==> src/rtl/irqc_pkg.sv <==
package irqc_pkg;
  typedef enum logic [1:0] {
    SEL_STAT  = 2'd0,
    SEL_SAVED = 2'd1,
    SEL_MASK  = 2'd2,
    SEL_PEND  = 2'd3
  } csr_sel_e;

  localparam int IE_POS = 0;
endpackage

==> src/rtl/irqc_status_regs.sv <==
module irqc_status_regs #(
  parameter int STAT_W = 8
) (
  input  logic              clk,
  input  logic              rst_n,
  input  logic              enter,
  input  logic              leave,
  input  logic              wr_stat,
  input  logic              wr_saved,
  input  logic [STAT_W-1:0] wr_val,
  output logic [STAT_W-1:0] stat_q,
  output logic [STAT_W-1:0] saved_q
);
  import irqc_pkg::*;

  localparam logic [STAT_W-1:0] IE_CLR = ~(STAT_W'(1) << IE_POS);

  always_ff @(posedge clk) begin
    if (!rst_n) begin
      stat_q  <= '0;
      saved_q <= '0;
    end else if (enter) begin
      saved_q <= stat_q;
      stat_q  <= stat_q & IE_CLR;
    end else begin
      if (leave)        stat_q <= saved_q;
      else if (wr_stat) stat_q <= wr_val;
      if (wr_saved)     saved_q <= wr_val;
    end
  end
endmodule

==> src/rtl/irqc_source_bank.sv <==
module irqc_source_bank #(
  parameter int N_SRC = 8
) (
  input  logic             clk,
  input  logic             rst_n,
  input  logic [N_SRC-1:0] irq_req,
  input  logic             wr_mask,
  input  logic [N_SRC-1:0] wr_val,
  output logic [N_SRC-1:0] mask_q,
  output logic [N_SRC-1:0] pend_q
);
  for (genvar i = 0; i < N_SRC; i++) begin : g_src
    always_ff @(posedge clk) begin
      if (!rst_n) begin
        mask_q[i] <= 1'b0;
        pend_q[i] <= 1'b0;
      end else begin
        pend_q[i] <= irq_req[i];
        if (wr_mask) mask_q[i] <= wr_val[i];
      end
    end
  end
endmodule

==> src/rtl/irqc_take_logic.sv <==
module irqc_take_logic #(
  parameter int N_SRC = 8
) (
  input  logic             boundary,
  input  logic             gie,
  input  logic [N_SRC-1:0] pend,
  input  logic [N_SRC-1:0] mask,
  output logic             take
);
  logic any_live;
  always_comb begin
    any_live = |(pend & mask);
    take     = boundary & gie & any_live;
  end
endmodule

==> src/rtl/irqc_regport.sv <==
module irqc_regport #(
  parameter int N_SRC  = 8,
  parameter int STAT_W = 8,
  parameter int DW     = 32
) (
  input  logic [1:0]        sel,
  input  logic              wr,
  input  logic [STAT_W-1:0] stat,
  input  logic [STAT_W-1:0] saved,
  input  logic [N_SRC-1:0]  mask,
  input  logic [N_SRC-1:0]  pend,
  output logic              wr_stat,
  output logic              wr_saved,
  output logic              wr_mask,
  output logic [DW-1:0]     rdata
);
  import irqc_pkg::*;

  csr_sel_e s;
  always_comb begin
    s        = csr_sel_e'(sel);
    wr_stat  = wr && (s == SEL_STAT);
    wr_saved = wr && (s == SEL_SAVED);
    wr_mask  = wr && (s == SEL_MASK);
    unique case (s)
      SEL_STAT:  rdata = DW'(stat);
      SEL_SAVED: rdata = DW'(saved);
      SEL_MASK:  rdata = DW'(mask);
      default:   rdata = DW'(pend);
    endcase
  end
endmodule

==> src/rtl/irqc_top.sv <==
module irqc_top #(
  parameter int N_SRC  = 8,
  parameter int STAT_W = 8,
  parameter int DW     = 32
) (
  input  logic             clk,
  input  logic             rst_n,
  input  logic [N_SRC-1:0] irq_req,
  input  logic             boundary_stb,
  output logic             take_irq,
  input  logic             enter_stb,
  input  logic             leave_stb,
  input  logic [1:0]       mv_sel,
  input  logic             mv_wr,
  input  logic [DW-1:0]    mv_wdata,
  output logic [DW-1:0]    mv_rdata
);
  import irqc_pkg::*;

  logic [STAT_W-1:0] stat_q, saved_q;
  logic [N_SRC-1:0]  mask_q, pend_q;
  logic              wr_stat, wr_saved, wr_mask;

  irqc_regport #(.N_SRC(N_SRC), .STAT_W(STAT_W), .DW(DW)) u_port (
    .sel(mv_sel), .wr(mv_wr), .stat(stat_q), .saved(saved_q),
    .mask(mask_q), .pend(pend_q), .wr_stat(wr_stat),
    .wr_saved(wr_saved), .wr_mask(wr_mask), .rdata(mv_rdata)
  );

  irqc_status_regs #(.STAT_W(STAT_W)) u_stat (
    .clk(clk), .rst_n(rst_n), .enter(enter_stb), .leave(leave_stb),
    .wr_stat(wr_stat), .wr_saved(wr_saved),
    .wr_val(mv_wdata[STAT_W-1:0]), .stat_q(stat_q), .saved_q(saved_q)
  );

  irqc_source_bank #(.N_SRC(N_SRC)) u_src (
    .clk(clk), .rst_n(rst_n), .irq_req(irq_req), .wr_mask(wr_mask),
    .wr_val(mv_wdata[N_SRC-1:0]), .mask_q(mask_q), .pend_q(pend_q)
  );

  irqc_take_logic #(.N_SRC(N_SRC)) u_take (
    .boundary(boundary_stb), .gie(stat_q[IE_POS]), .pend(pend_q),
    .mask(mask_q), .take(take_irq)
  );
endmodule

==> config.mk <==
export PLATFORM = sky130hd
export DESIGN_NAME = irqc_top
export DESIGN_NICKNAME = d
export VERILOG_FILES = /design/src/rtl/irqc_pkg.sv /design/src/rtl/irqc_status_regs.sv /design/src/rtl/irqc_source_bank.sv /design/src/rtl/irqc_take_logic.sv /design/src/rtl/irqc_regport.sv /design/src/rtl/irqc_top.sv
export SDC_FILE = /design/constraint.sdc
export NUM_CORES = 1
export LEC_CHECK = 0
export ABC_AREA = 1
export BUFFER_PORTS_ARGS = -buffer_cell sky130_fd_sc_hd__buf_2
export CAP_MARGIN = 20
export CELL_PAD_IN_SITES_DETAIL_PLACEMENT = 1
export CELL_PAD_IN_SITES_GLOBAL_PLACEMENT = 1
export CORE_MARGIN = 1.5
export CORE_UTILIZATION = 34
export DETAILED_ROUTE_END_ITERATION = 16
export PLACE_DENSITY = 0.85
export SYNTH_ARGS = -nofsm -noshare
export SYNTH_HDL_FRONTEND = slang
export SYNTH_SLANG_ARGS = --single-unit
export TNS_END_PERCENT = 100
==> constraint.sdc <==
create_clock -name clk -period 2.6 [get_ports clk]
set_clock_uncertainty 0.1 [all_clocks]
set_input_delay 0.26 -clock clk [delete_from_list [all_inputs] [get_ports clk]]
set_output_delay 0.26 -clock clk [all_outputs]
set_load 0.01 [all_outputs]
==> results of run 1 <==
[sequential cells by signal, indices dropped and copies added, names as in the netlist]
register and count:
u_src.mask_q 8, u_src.pend_q 8, u_stat.saved_q 8, u_stat.stat_q 8
[where the power goes]
group / total [mW] / switching [mW] / internal [mW]
clock network: 0.399 / 0.184 / 0.216
registers: 0.540 / 0.0204 / 0.519
logic: 0.195 / 0.130 / 0.0651
[layout make-up]
cell class,count,area share (%)
multi-input combinational,221,46.99
inverter,32,5.783
sequential,32,30.84
tap,72,4.337
timing repair buffer,32,7.711
clock buffer,8,4.337
[layer usage]
layer | vias up | track usage (%)
met5 | - | 0
met1 | 876 | 20.70
met3 | 8 | 4.824
li1 | 926 | -
met4 | 0 | 5.636
met2 | 41 | 30.87
[cells by family after synthesis]
group,share of synthesized area [%]
compound gates,7.834
buf+inv,19.49
flops,33.71
other cells,0.1973
simple gates,38.78
[worst paths after layout]
check | from | endpoint | cells past startpoint
worst max register to register | u_stat.saved_q[4]$_SDFFE_PN0P_ | u_stat.stat_q[4]$_SDFFE_PN0P_ | 6
worst max-delay path | u_src.mask_q[1]$_SDFFE_PN0P_ | take_irq | 5
worst min register to register | u_src.mask_q[1]$_SDFFE_PN0P_ | u_src.mask_q[1]$_SDFFE_PN0P_ | 2
worst min-delay path | irq_req[1] | u_src.pend_q[1]$_SDFF_PN0_ | 3
[worst max-delay path, stage by stage, from the launching register on]
cell and delay (ns):
dfxtp_1 0.33, inv_1 0.05, o21ai_0 0.20, nor2_1 0.07, a21oi_1 0.12, buf_2 0.14
[synthesized netlist by cell type (3+ instances only)]
master	number	share of area, %
nand2_2	4	1.3
inv_1	29	5.7
nand4_1	7	2.3
inv_2	3	0.59
nand2_1	91	18
dfxtp_1	32	34
buf_4	24	9.5
o21ai_0	10	2.6
a21oi_1	17	4.5
buf_2	8	2.1
nor2_1	39	7.7
nor2_4	3	1.8
nand3_1	15	3.9
nand3b_1	8	3.2
==> metrics.md, run 1 <==
| Metric | Value |
|---|---|
| Final HPWL DP | `3634 um` |
| Share of cells above drive strength 1 | `15.08%` |
| I/O Pins | `81` |
| Total chip power | `1.134 mW` |
| DP Worst Slack | `0.9441 ns` |
| Drt drc | `0` |
| First-pass GRT wire length | `8459 um` |
| Routability congestion estimate | `0.8245` |
| Worst setup margin | `1.044 ns` |
| TritonCTS clock tree | `done` |
| Area Growth Syn to Fin | `9.282%` |
| Max-cap viol count | `0` |
| Metal3 WL | `224 um` |
| Setup Buffers After CTS | `0` |
| Register area share after synthesis | `33.71%` |
| Cell count after synthesis | `298` |
| Total wire length | `4988 um` |
| R2R setup slack | `1.65 ns` |
| Met2 Wirelength | `2544 um` |
| Crit start category | `flip-flop` |
| CTS Buf Count | `5` |
| Unrepaired setup endpoints after global routing | `false` |
| Worst setup path category | `flip-flop to output pin` |
| CTS max path bufs | `2` |
| Diodes inserted | `0` |
| Syn Std Cell Area | `1901 sq um` |
| Post-DR wirelength/cell | `12.56 um` |
| Final Hold Fails | `0` |
| Final period utilization | `59.86%` |
| Worst-path maximum fanout | `2` |
| PostCTS Resize Cnt | `0` |
| Via-per-instance ratio | `4.662` |
| Ys async rst share | `0%` |
| Grt ovf | `0` |
| Vias in the first global route | `1854` |
| Clk slew on worst S/H paths | `0.07 ns` |
| Die ar. | `6047 sq um` |
| Drt initial violations | `73` |
| Final ANT Viol Nets | `0` |
| Die Y-Extent | `77.77 um` |
| Initial antenna violation count | `0` |
| Core Util, Final | `38.19%` |
| Metal-1 WL | `2148 um` |
| Core ar. | `5439 sq um` |
| Ys Warns | `0` |
| Fill cell count | `754` |
| Cell variety after synth | `20` |
| Register Area | `640.6 sq um` |
| Port Buffer Count | `32` |
| Setup_tns | `0 ns` |
| HP Class | `primary input to flip-flop` |
| Num rows | `27` |
| Post-Place Cell Area | `1987 sq um` |
| Clock Sinks | `32` |
| Pwr dens | `546.2 nW/um^2` |
| Worst Path Required | `2.24 ns` |
| Most used cells in the layout excluding fill and tap cells | `91 x nand2_1, 39 x nor2_1, 32 x buf_2, 32 x dfxtp_1, 29 x inv_1` |
| Most used DFF post-synth | `dfxtp_1` |
| Non-Filler Instances | `397` |
| Initial Util | `34.94%` |
| Slew @ Worst Pin | `0.7190 ns` |
| Die Wd | `77.77 um` |
| Top Layer Used | `met4` |
| Worst setup EP type | `output pin` |
| Inst Count DP | `389` |
| CTS Hold Bufs | `0` |
| Nets | `372` |
| CP Data Arrival Time | `1.20 ns` |
| Status | `complete, no violations` |
| GR Util All Layers | `17.65%` |
| EDFF count, synth | `0` |
| Clock Latency Late Sink | `0.28 ns` |
| VDD IR max | `0.3244 mV` |
| Leakage | `1.080 nW` |
| Most common cell after layout, fill and taps aside | `nand2_1` |
| H-tree lvl count | `2` |
| Pin count of the biggest net entering global routing | `27` |
| Yosys reg bits | `32` |
| Multi-input gate area | `975.9 sq um` |
| Slew HR | `52.02%` |
| Max Slew Vio Count | `0` |
| Vias | `1851` |
| Syn avg cell area | `6.378 sq um` |
| Final setup violation count | `0` |
| TritonRoute pass-1 iters | `4` |
| Fmax | `642.5 MHz` |
| Clock root cell | `clkbuf_8` |
| Post-Layout Inst Area | `2077 sq um` |
| Min Tclk post-route | `1.556 ns` |
| Final Hold Slack | `0.05681 ns` |
Note: power is estimated with default switching activity, not from simulation.
==> run 2: changes to the inputs <==
--- a/config.mk
+++ b/config.mk
@@ -11,9 +11,9 @@
 export CELL_PAD_IN_SITES_DETAIL_PLACEMENT = 1
 export CELL_PAD_IN_SITES_GLOBAL_PLACEMENT = 1
 export CORE_MARGIN = 1.5
-export CORE_UTILIZATION = 34
+export CORE_UTILIZATION = 29
 export DETAILED_ROUTE_END_ITERATION = 16
-export PLACE_DENSITY = 0.85
+export PLACE_DENSITY = 0.77
 export SYNTH_ARGS = -nofsm -noshare
 export SYNTH_HDL_FRONTEND = slang
 export SYNTH_SLANG_ARGS = --single-unit
==> constraint.sdc (replaced) <==
create_clock -name clk -period 1.4 [get_ports clk]
set_clock_uncertainty 0.1 [all_clocks]
set_input_delay 0.14 -clock clk [delete_from_list [all_inputs] [get_ports clk]]
set_output_delay 0.14 -clock clk [all_outputs]
set_load 0.01 [all_outputs]
==> run 2 against run 1 <==
Routed wire length is 5.8% higher. Via count is 1.1% higher. Worst hold slack got worse by 0.026 ns. Flip-flop and latch count unchanged. Critical endpoint unchanged. Design area rose by 8.7%. Non-clock buffer count rose by 18.
==> metrics.md, run 2 (synthesis gave the netlist of run 1 again) <==
| Metric | Value |
|---|---|
| Crit start category | `flip-flop (unchanged)` |
| Setup Buffers After CTS | `0 (unchanged)` |
| Vias in the first global route | `1897 (was 1854)` |
| Routability congestion estimate | `0.8017 (was 0.8245)` |
| Clock Latency Late Sink | `0.29 ns (was 0.28 ns)` |
| Post-DR wirelength/cell | `12.60 um (was 12.56 um)` |
| Final setup violation count | `0 (unchanged)` |
| Grt ovf | `0 (unchanged)` |
| GR Util All Layers | `15.72% (was 17.65%)` |
| CTS max path bufs | `2 (unchanged)` |
| CTS Buf Count | `5 (unchanged)` |
| Switching part of the total | `28.93% (was 29.44%)` |
| Clock root cell | `clkbuf_8 (unchanged)` |
| Share of cells above drive strength 1 | `20.47% (was 15.08%)` |
| Met3 Track Usage GR | `2.967% (was 4.824%)` |
| Via-per-instance ratio | `4.468 (was 4.662)` |
| Worst Path Required | `1.16 ns (was 2.24 ns)` |
| Setup_tns | `0 ns (unchanged)` |
| Worst setup EP type | `output pin (unchanged)` |
| First-pass GRT wire length | `8790 um (was 8459 um)` |
| Initial Util | `29.93% (was 34.94%)` |
| Most used cells in the layout excluding fill and tap cells | `91 x nand2_1, 39 x nor2_1, 32 x buf_2 (was 91 x nand2_1, 39 x nor2_1, 32 x buf_2, 32 x dfxtp_1, 29 x inv_1)` |
| Port Buffer Count | `32 (unchanged)` |
| Psw | `634.5 uW (was 334.0 uW)` |
| Non-Filler Instances | `419 (was 397)` |
| Gr busiest metal | `met2 (unchanged)` |
| Diodes inserted | `0 (unchanged)` |
| VDD IR max | `0.6158 mV (was 0.3244 mV)` |
| Die Wd | `83.96 um (was 77.77 um)` |
| CP Data Arrival Time | `1.10 ns (was 1.20 ns)` |
| Area Growth Syn to Fin | `18.76% (was 9.282%)` |
| Min Tclk post-route | `1.341 ns` |
| Most common cell after layout, fill and taps aside | `nand2_1 (unchanged)` |
| GR Layer Usage met2 | `26.91% (was 30.87%)` |
| Num rows | `29 (was 27)` |
| Inst Count DP | `404 (was 389)` |
| Vias | `1872 (was 1851)` |
| Pin count of the biggest net entering global routing | `16 (was 27)` |
| Clk slew on worst S/H paths | `0.07 ns (about the same)` |
| Sequential share of power | `45.9% (was 47.6%)` |
| Drt drc | `0 (unchanged)` |
| TritonCTS clock tree | `done (unchanged)` |
| HP Class | `primary input to flip-flop (unchanged)` |
| Combinational share of power | `18.4% (was 17.2%)` |
| Worst setup margin | `0.05890 ns (was 1.044 ns)` |
| Worst setup path category | `flip-flop to output pin (unchanged)` |
| I/O Pins | `81 (unchanged)` |
| Fmax | `745.7 MHz` |
| DP Worst Slack | `0.1416 ns (was 0.9441 ns)` |
| Status | `complete, no violations (unchanged)` |
| Final Hold Fails | `0 (unchanged)` |
| Total wire length | `5279 um (was 4988 um)` |
| Worst-path maximum fanout | `2 (unchanged)` |
| H-tree lvl count | `2 (unchanged)` |
| Int Pwr | `1.558 mW (was 800.4 uW)` |
| Final HPWL DP | `3957 um (was 3634 um)` |
| Final ANT Viol Nets | `0 (unchanged)` |
| Die Y-Extent | `83.96 um (was 77.77 um)` |
| Max Slew Vio Count | `0 (unchanged)` |
| Final period utilization | `95.79%` |
| Core ar. | `6350 sq um (was 5439 sq um)` |
| Leakage | `1.172 nW (was 1.080 nW)` |
| Unrepaired setup endpoints after global routing | `false (unchanged)` |
| Pwr dens | `971.6 nW/um^2 (was 546.2 nW/um^2)` |
| Drt initial violations | `79 (was 73)` |
| Die ar. | `7048 sq um (was 6047 sq um)` |
| Clock power share | `35.7% (was 35.2%)` |
| Initial antenna violation count | `0 (unchanged)` |
| Clock Sinks | `32 (unchanged)` |
| Nets | `390 (was 372)` |
| TritonRoute pass-1 iters | `4 (unchanged)` |
| Global-route met1 utilization | `20.32% (was 20.70%)` |
| Max-cap viol count | `0 (unchanged)` |
[run 2: worst paths after layout]
path / endpoint / slack (ns) / from / depth (start not counted)
hold reg to reg: u_src.mask_q[1]$_SDFFE_PN0P_ / 0.37 / u_src.mask_q[1]$_SDFFE_PN0P_ / 2
setup / recovery: take_irq / 0.06 / u_src.pend_q[1]$_SDFF_PN0_ / 5
hold / removal: u_src.pend_q[1]$_SDFF_PN0_ / 0.03 / rst_n / 3
setup reg to reg: u_stat.stat_q[6]$_SDFFE_PN0P_ / 0.47 / u_stat.saved_q[6]$_SDFFE_PN0P_ / 6
[run 2: cell type report]
class,count,area (sq um)
fillers,850,4093
repair buffers,50,315.3
clock buffers,7,96.34
flip-flops and latches,32,649.4
well taps,77,96.34
inverters,32,120.1
multi-input cells,221,979.7
[run 2: critical path: stages (launching register included)]
cell and delay [ns]:
dfxtp_2 0.32, inv_2 0.04, o21ai_2 0.13, nor2_1 0.05, a21oi_1 0.13, buf_2 0.15
[run 2: layer usage]
| metal | wire [um] | vias up |
|---|---|---|
| met5 | 0 | - |
| met4 | 38 | 0 |
| met3 | 196 | 6 |
| met2 | 2596 | 42 |
| met1 | 2447 | 865 |
| li1 | - | 959 |
[run 2: timing repair]
item                       in CTS  in global routing
hold endpoints to repair        8                  0
setup endpoints to repair       1                  1
pin swaps                       0                  2
resized for setup               1                 10
hold buffers                    8                  0
[run 2: power by group through the flow]
stage	combinational, mW	sequential [mW]	clock, mW
final	0.403	1.01	0.784
after global routing	0.457	1.01	0.836
after CTS	0.403	1.00	0.791
after detailed placement	0.384	1.02	0
after global placement	0.372	1.02	0
after floorplan	0.313	1.01	0
[run 2: metrics by stage]
step | utilization (%) | hold slack, ns | cell area, sq um | total power, mW
floorplan | - | 0.1376 | 1987 | 1.323
CTS | 35.35 | 0.04029 | 2245 | 2.199
global placement | 32.57 | 0.2206 | 2068 | 1.394
global route | 35.55 | 0.03621 | 2257 | 2.306
detailed placement | 32.57 | 0.2266 | 2068 | 1.408
finish | 35.55 | 0.03074 | 2257 | 2.193
==> run 3: changes to the inputs <==
--- a/config.mk
+++ b/config.mk
@@ -5,15 +5,15 @@
 export SDC_FILE = /design/constraint.sdc
 export NUM_CORES = 1
 export LEC_CHECK = 0
-export ABC_AREA = 1
+export ABC_AREA = 0
 export BUFFER_PORTS_ARGS = -buffer_cell sky130_fd_sc_hd__buf_2
 export CAP_MARGIN = 20
 export CELL_PAD_IN_SITES_DETAIL_PLACEMENT = 1
 export CELL_PAD_IN_SITES_GLOBAL_PLACEMENT = 1
 export CORE_MARGIN = 1.5
-export CORE_UTILIZATION = 29
+export CORE_UTILIZATION = 31
 export DETAILED_ROUTE_END_ITERATION = 16
-export PLACE_DENSITY = 0.77
+export PLACE_DENSITY = 0.75
 export SYNTH_ARGS = -nofsm -noshare
 export SYNTH_HDL_FRONTEND = slang
 export SYNTH_SLANG_ARGS = --single-unit
==> run 3 against run 2 <==
The run now ends with setup timing left. Sequential power is essentially flat. Worst hold slack gained 0.0076 ns. Clock power shrank 4.6%. First-iteration DRC count shrank 16%. Design area grew 2.1%. Sequential share of layout area grew 0.38 points. Via count shrank 26%. Synthesized area shrank 4.9%. Synthesized cell count shrank 43%. Combinational power grew 3%. Critical endpoint is now mv_rdata[3].
==> metrics.md, run 3 <==
| Metric | Value |
|---|---|
| Status | `finished, violations left (was complete, no violations)` |
| Failing checks | `setup timing` |
| Worst setup path category | `flip-flop to output pin (unchanged)` |
| CTS Buf Count | `5 (unchanged)` |
| Max-cap viol count | `0 (unchanged)` |
| Unrepaired setup endpoints after global routing | `true (was false)` |
| Setup_tns | `-0.4919 ns (was 0 ns)` |
| Die ar. | `6300 sq um (was 7048 sq um)` |
| Core ar. | `5574 sq um (was 6350 sq um)` |
| Clock root cell | `clkbuf_8 (unchanged)` |
| Port Buffer Count | `32 (unchanged)` |
| Most used cells in the layout excluding fill and tap cells | `25 x buf_2, 25 x dfxtp_2, 24 x conb_1 (was 91 x nand2_1, 39 x nor2_1, 32 x buf_2)` |
| Worst-path maximum fanout | `2 (unchanged)` |
| I/O Pins | `81 (unchanged)` |
| Final HPWL DP | `2982 um (was 3957 um)` |
| DP Worst Slack | `-0.09753 ns (was 0.1416 ns)` |
| Grt ovf | `0 (unchanged)` |
| Leading post-synthesis cells by cell area | `dfxtp_1 35%, mux2i_1 13%, mux4_1 12% (was dfxtp_1 34%, nand2_1 18%, buf_4 9.5%)` |
| TritonRoute pass-1 iters | `4 (unchanged)` |
| Cell count after synthesis | `170 (was 298)` |
| Ys async rst share | `0% (unchanged)` |
| Syn avg cell area | `10.64 sq um (was 6.378 sq um)` |
| CTS max path bufs | `2 (unchanged)` |
| Nets | `270 (was 390)` |
| Yosys top cell area share | `35.43% (was 33.71%)` |
| Clock Latency Late Sink | `0.28 ns (was 0.29 ns)` |
| Max Slew Vio Count | `0 (unchanged)` |
| HP Class | `primary input to flip-flop (unchanged)` |
| Area leader, netlist | `dfxtp_1 (unchanged)` |
| Share of cells above drive strength 1 | `46.64% (was 20.47%)` |
| Die Y-Extent | `79.37 um (was 83.96 um)` |
| Final Hold Fails | `0 (unchanged)` |
| Most common cell in the netlist | `dfxtp_1 (was nand2_1)` |
| Num rows | `27 (was 29)` |
| Leakage | `1.104 nW (was 1.172 nW)` |
| Initial antenna violation count | `0 (unchanged)` |
| Diodes inserted | `0 (unchanged)` |
| H-tree lvl count | `2 (unchanged)` |
| TritonCTS clock tree | `done (unchanged)` |
| Fmax | `672.2 MHz (was 745.7 MHz)` |
| Drt drc | `0 (unchanged)` |
| Worst setup margin | `-0.08755 ns (was 0.05890 ns)` |
| First-pass GRT wire length | `7065 um (was 8790 um)` |
| VDD IR max | `0.2828 mV (was 0.6158 mV)` |
| Register area share after synthesis | `35.43% (was 33.71%)` |
| Psw | `577.6 uW (was 634.5 uW)` |
| Area Growth Syn to Fin | `27.47% (was 18.76%)` |
| Initial Util | `32.44% (was 29.93%)` |
| Most used DFF post-synth | `dfxtp_1 (unchanged)` |
| Worst Path Required | `1.16 ns (about the same)` |
| Post-DR wirelength/cell | `14.67 um (was 12.60 um)` |
| Final setup violation count | `8 (was 0)` |
| CP max stage delay | `0.49 ns (was 0.32 ns)` |
| Crit-path cells | `mux4_2 -> buf_6 (was inv_2 -> o21ai_2 -> nor2_1 -> a21oi_1 -> buf_2)` |
| CP max-delay cell | `mux4_2 (was dfxtp_2)` |
| Die Wd | `79.37 um (was 83.96 um)` |
| CP top delay family | `multiplexers (was flip-flops)` |
| Min Tclk post-route | `1.488 ns (was 1.341 ns)` |
| Clock Sinks | `32 (unchanged)` |
| Worst path bufs/invs | `1 (was 2)` |
| Pwr dens | `941.0 nW/um^2 (was 971.6 nW/um^2)` |
| Post-synth top cells | `32 x dfxtp_1, 25 x buf_4, 23 x mux2i_1, 16 x nand2_1, 9 x o211a_1 (was 91 x nand2_1, 39 x nor2_1, 32 x dfxtp_1, 29 x inv_1, 24 x buf_4)` |
| Cell variety after synth | `24 (was 20)` |
| GR Util All Layers | `15.11% (was 15.72%)` |
| Vias | `1390 (was 1872)` |
| Post-Layout Inst Area | `2305 sq um (was 2257 sq um)` |
| Syn Std Cell Area | `1808 sq um (was 1901 sq um)` |
| Yosys reg bits | `32 (unchanged)` |
| Int Pwr | `1.591 mW (was 1.558 mW)` |
| Routability congestion estimate | `0.7464 (was 0.8017)` |
| Final period utilization | `106.3% (was 95.79%)` |
| Clock power share | `34.5% (was 35.7%)` |
| CP Data Arrival Time | `1.25 ns (was 1.10 ns)` |
| Worst setup EP type | `output pin (unchanged)` |
| EDFF count, synth | `0 (unchanged)` |
| Drt initial violations | `66 (was 79)` |
| Sequential share of power | `46.2% (was 45.9%)` |
| Vias in the first global route | `1387 (was 1897)` |
| Via-per-instance ratio | `4.712 (was 4.468)` |
| Pin count of the biggest net entering global routing | `26 (was 16)` |
| Switching part of the total | `26.63% (was 28.93%)` |
| Total wire length | `4329 um (was 5279 um)` |
| Clk slew on worst S/H paths | `0.07 ns (about the same)` |
| Combinational share of power | `19.2% (was 18.4%)` |
| Crit start category | `flip-flop (unchanged)` |
| Final ANT Viol Nets | `0 (unchanged)` |
| Post-Place Cell Area | `2023 sq um (was 2068 sq um)` |
| Ys Warns | `0 (unchanged)` |
## run 3: cell count changes after synthesis, sizes merged, moves of 9 or more
cell,before,now
inv,32,2
nand2,96,16
o211a,0,9
nor2,42,1
a21oi,17,1
nand3,15,0
mux2i,0,23
## run 3: path summary, 6_finish.rpt
path | from | end | slack (ns) | depth (start not counted)
max reg2reg | u_stat.saved_q[5]$_SDFFE_PN0P_ | u_stat.stat_q[5]$_SDFFE_PN0P_ | 0.33 | 4
min | mv_wdata[1] | u_src.mask_q[1]$_SDFFE_PN0P_ | 0.04 | 3
min reg2reg | u_stat.stat_q[4]$_SDFFE_PN0P_ | u_stat.stat_q[4]$_SDFFE_PN0P_ | 0.37 | 2
max | u_src.pend_q[3]$_SDFF_PN0_ | mv_rdata[3] | -0.09 | 2
## run 3: power groups by stage
stage,combinational (mW),sequential [mW],clock (mW)
after floorplan,0.282,1.00,0
after global placement,0.344,1.01,0
after detailed placement,0.351,1.01,0
after CTS,0.410,1.00,0.762
after global routing,0.457,1.01,0.799
final,0.417,1.00,0.748
## run 3: repair_timing
item | CTS | global route
setup buffers | 7 | 0
gates resized for setup | 36 | 6
pin swaps | 2 | 0
setup endpoints to repair | 9 | 9
hold endpoints to repair | 8 | 0
hold buffers | 8 | 0
## run 3: area by class of cell
class	instances	area (sq um)
clock inverters	1	7.507
repair buffers	58	456.7
multi-input cells	123	984.7
well taps	72	90.09
clock buffers	7	86.33
inverters	2	7.507
flip-flops and latches	32	671.9
fillers	654	3269
## run 3: stage by stage
step	cells	hold WS (ns)	total power, mW	util (%)
6_report	295	0.03831	2.169	41.35
5_1_grt	295	0.06618	2.264	41.35
4_1_cts	295	0.03947	2.173	40.94
3_5_place_dp	272	0.2506	1.365	36.30
3_3_place_gp	272	0.2483	1.355	36.30
2_1_floorplan	193	0.1673	1.284	-
## run 3: metal layers
layer | part of all wire (%) | routed length, um | vias up | track usage (%)
li1 | - | - | 653 | -
met1 | 43 | 1864 | 684 | 18.32
met2 | 50 | 2163 | 44 | 24.44
met3 | 4.8 | 209 | 9 | 4.343
met4 | 2.1 | 92 | 0 | 7.368
met5 | 0 | 0 | - | 0
## run 3: cell families after synthesis
group	Yosys count	share of synthesized area, %
buffers and inverters	38	13.77
and+or+nand+nor	37	11.00
DFF	32	35.43
AOI/OAI and AO/OA	24	10.87
muxes	38	28.72
other	1	0.2074
## run 3: worst reg2reg max path, delay by kind of cell, from the launching register on
family / cells / cell delay (ns)
flops: 1 / 0.33
simple gates: 1 / 0.07
buf+inv: 1 / 0.13
mux: 2 / 0.33
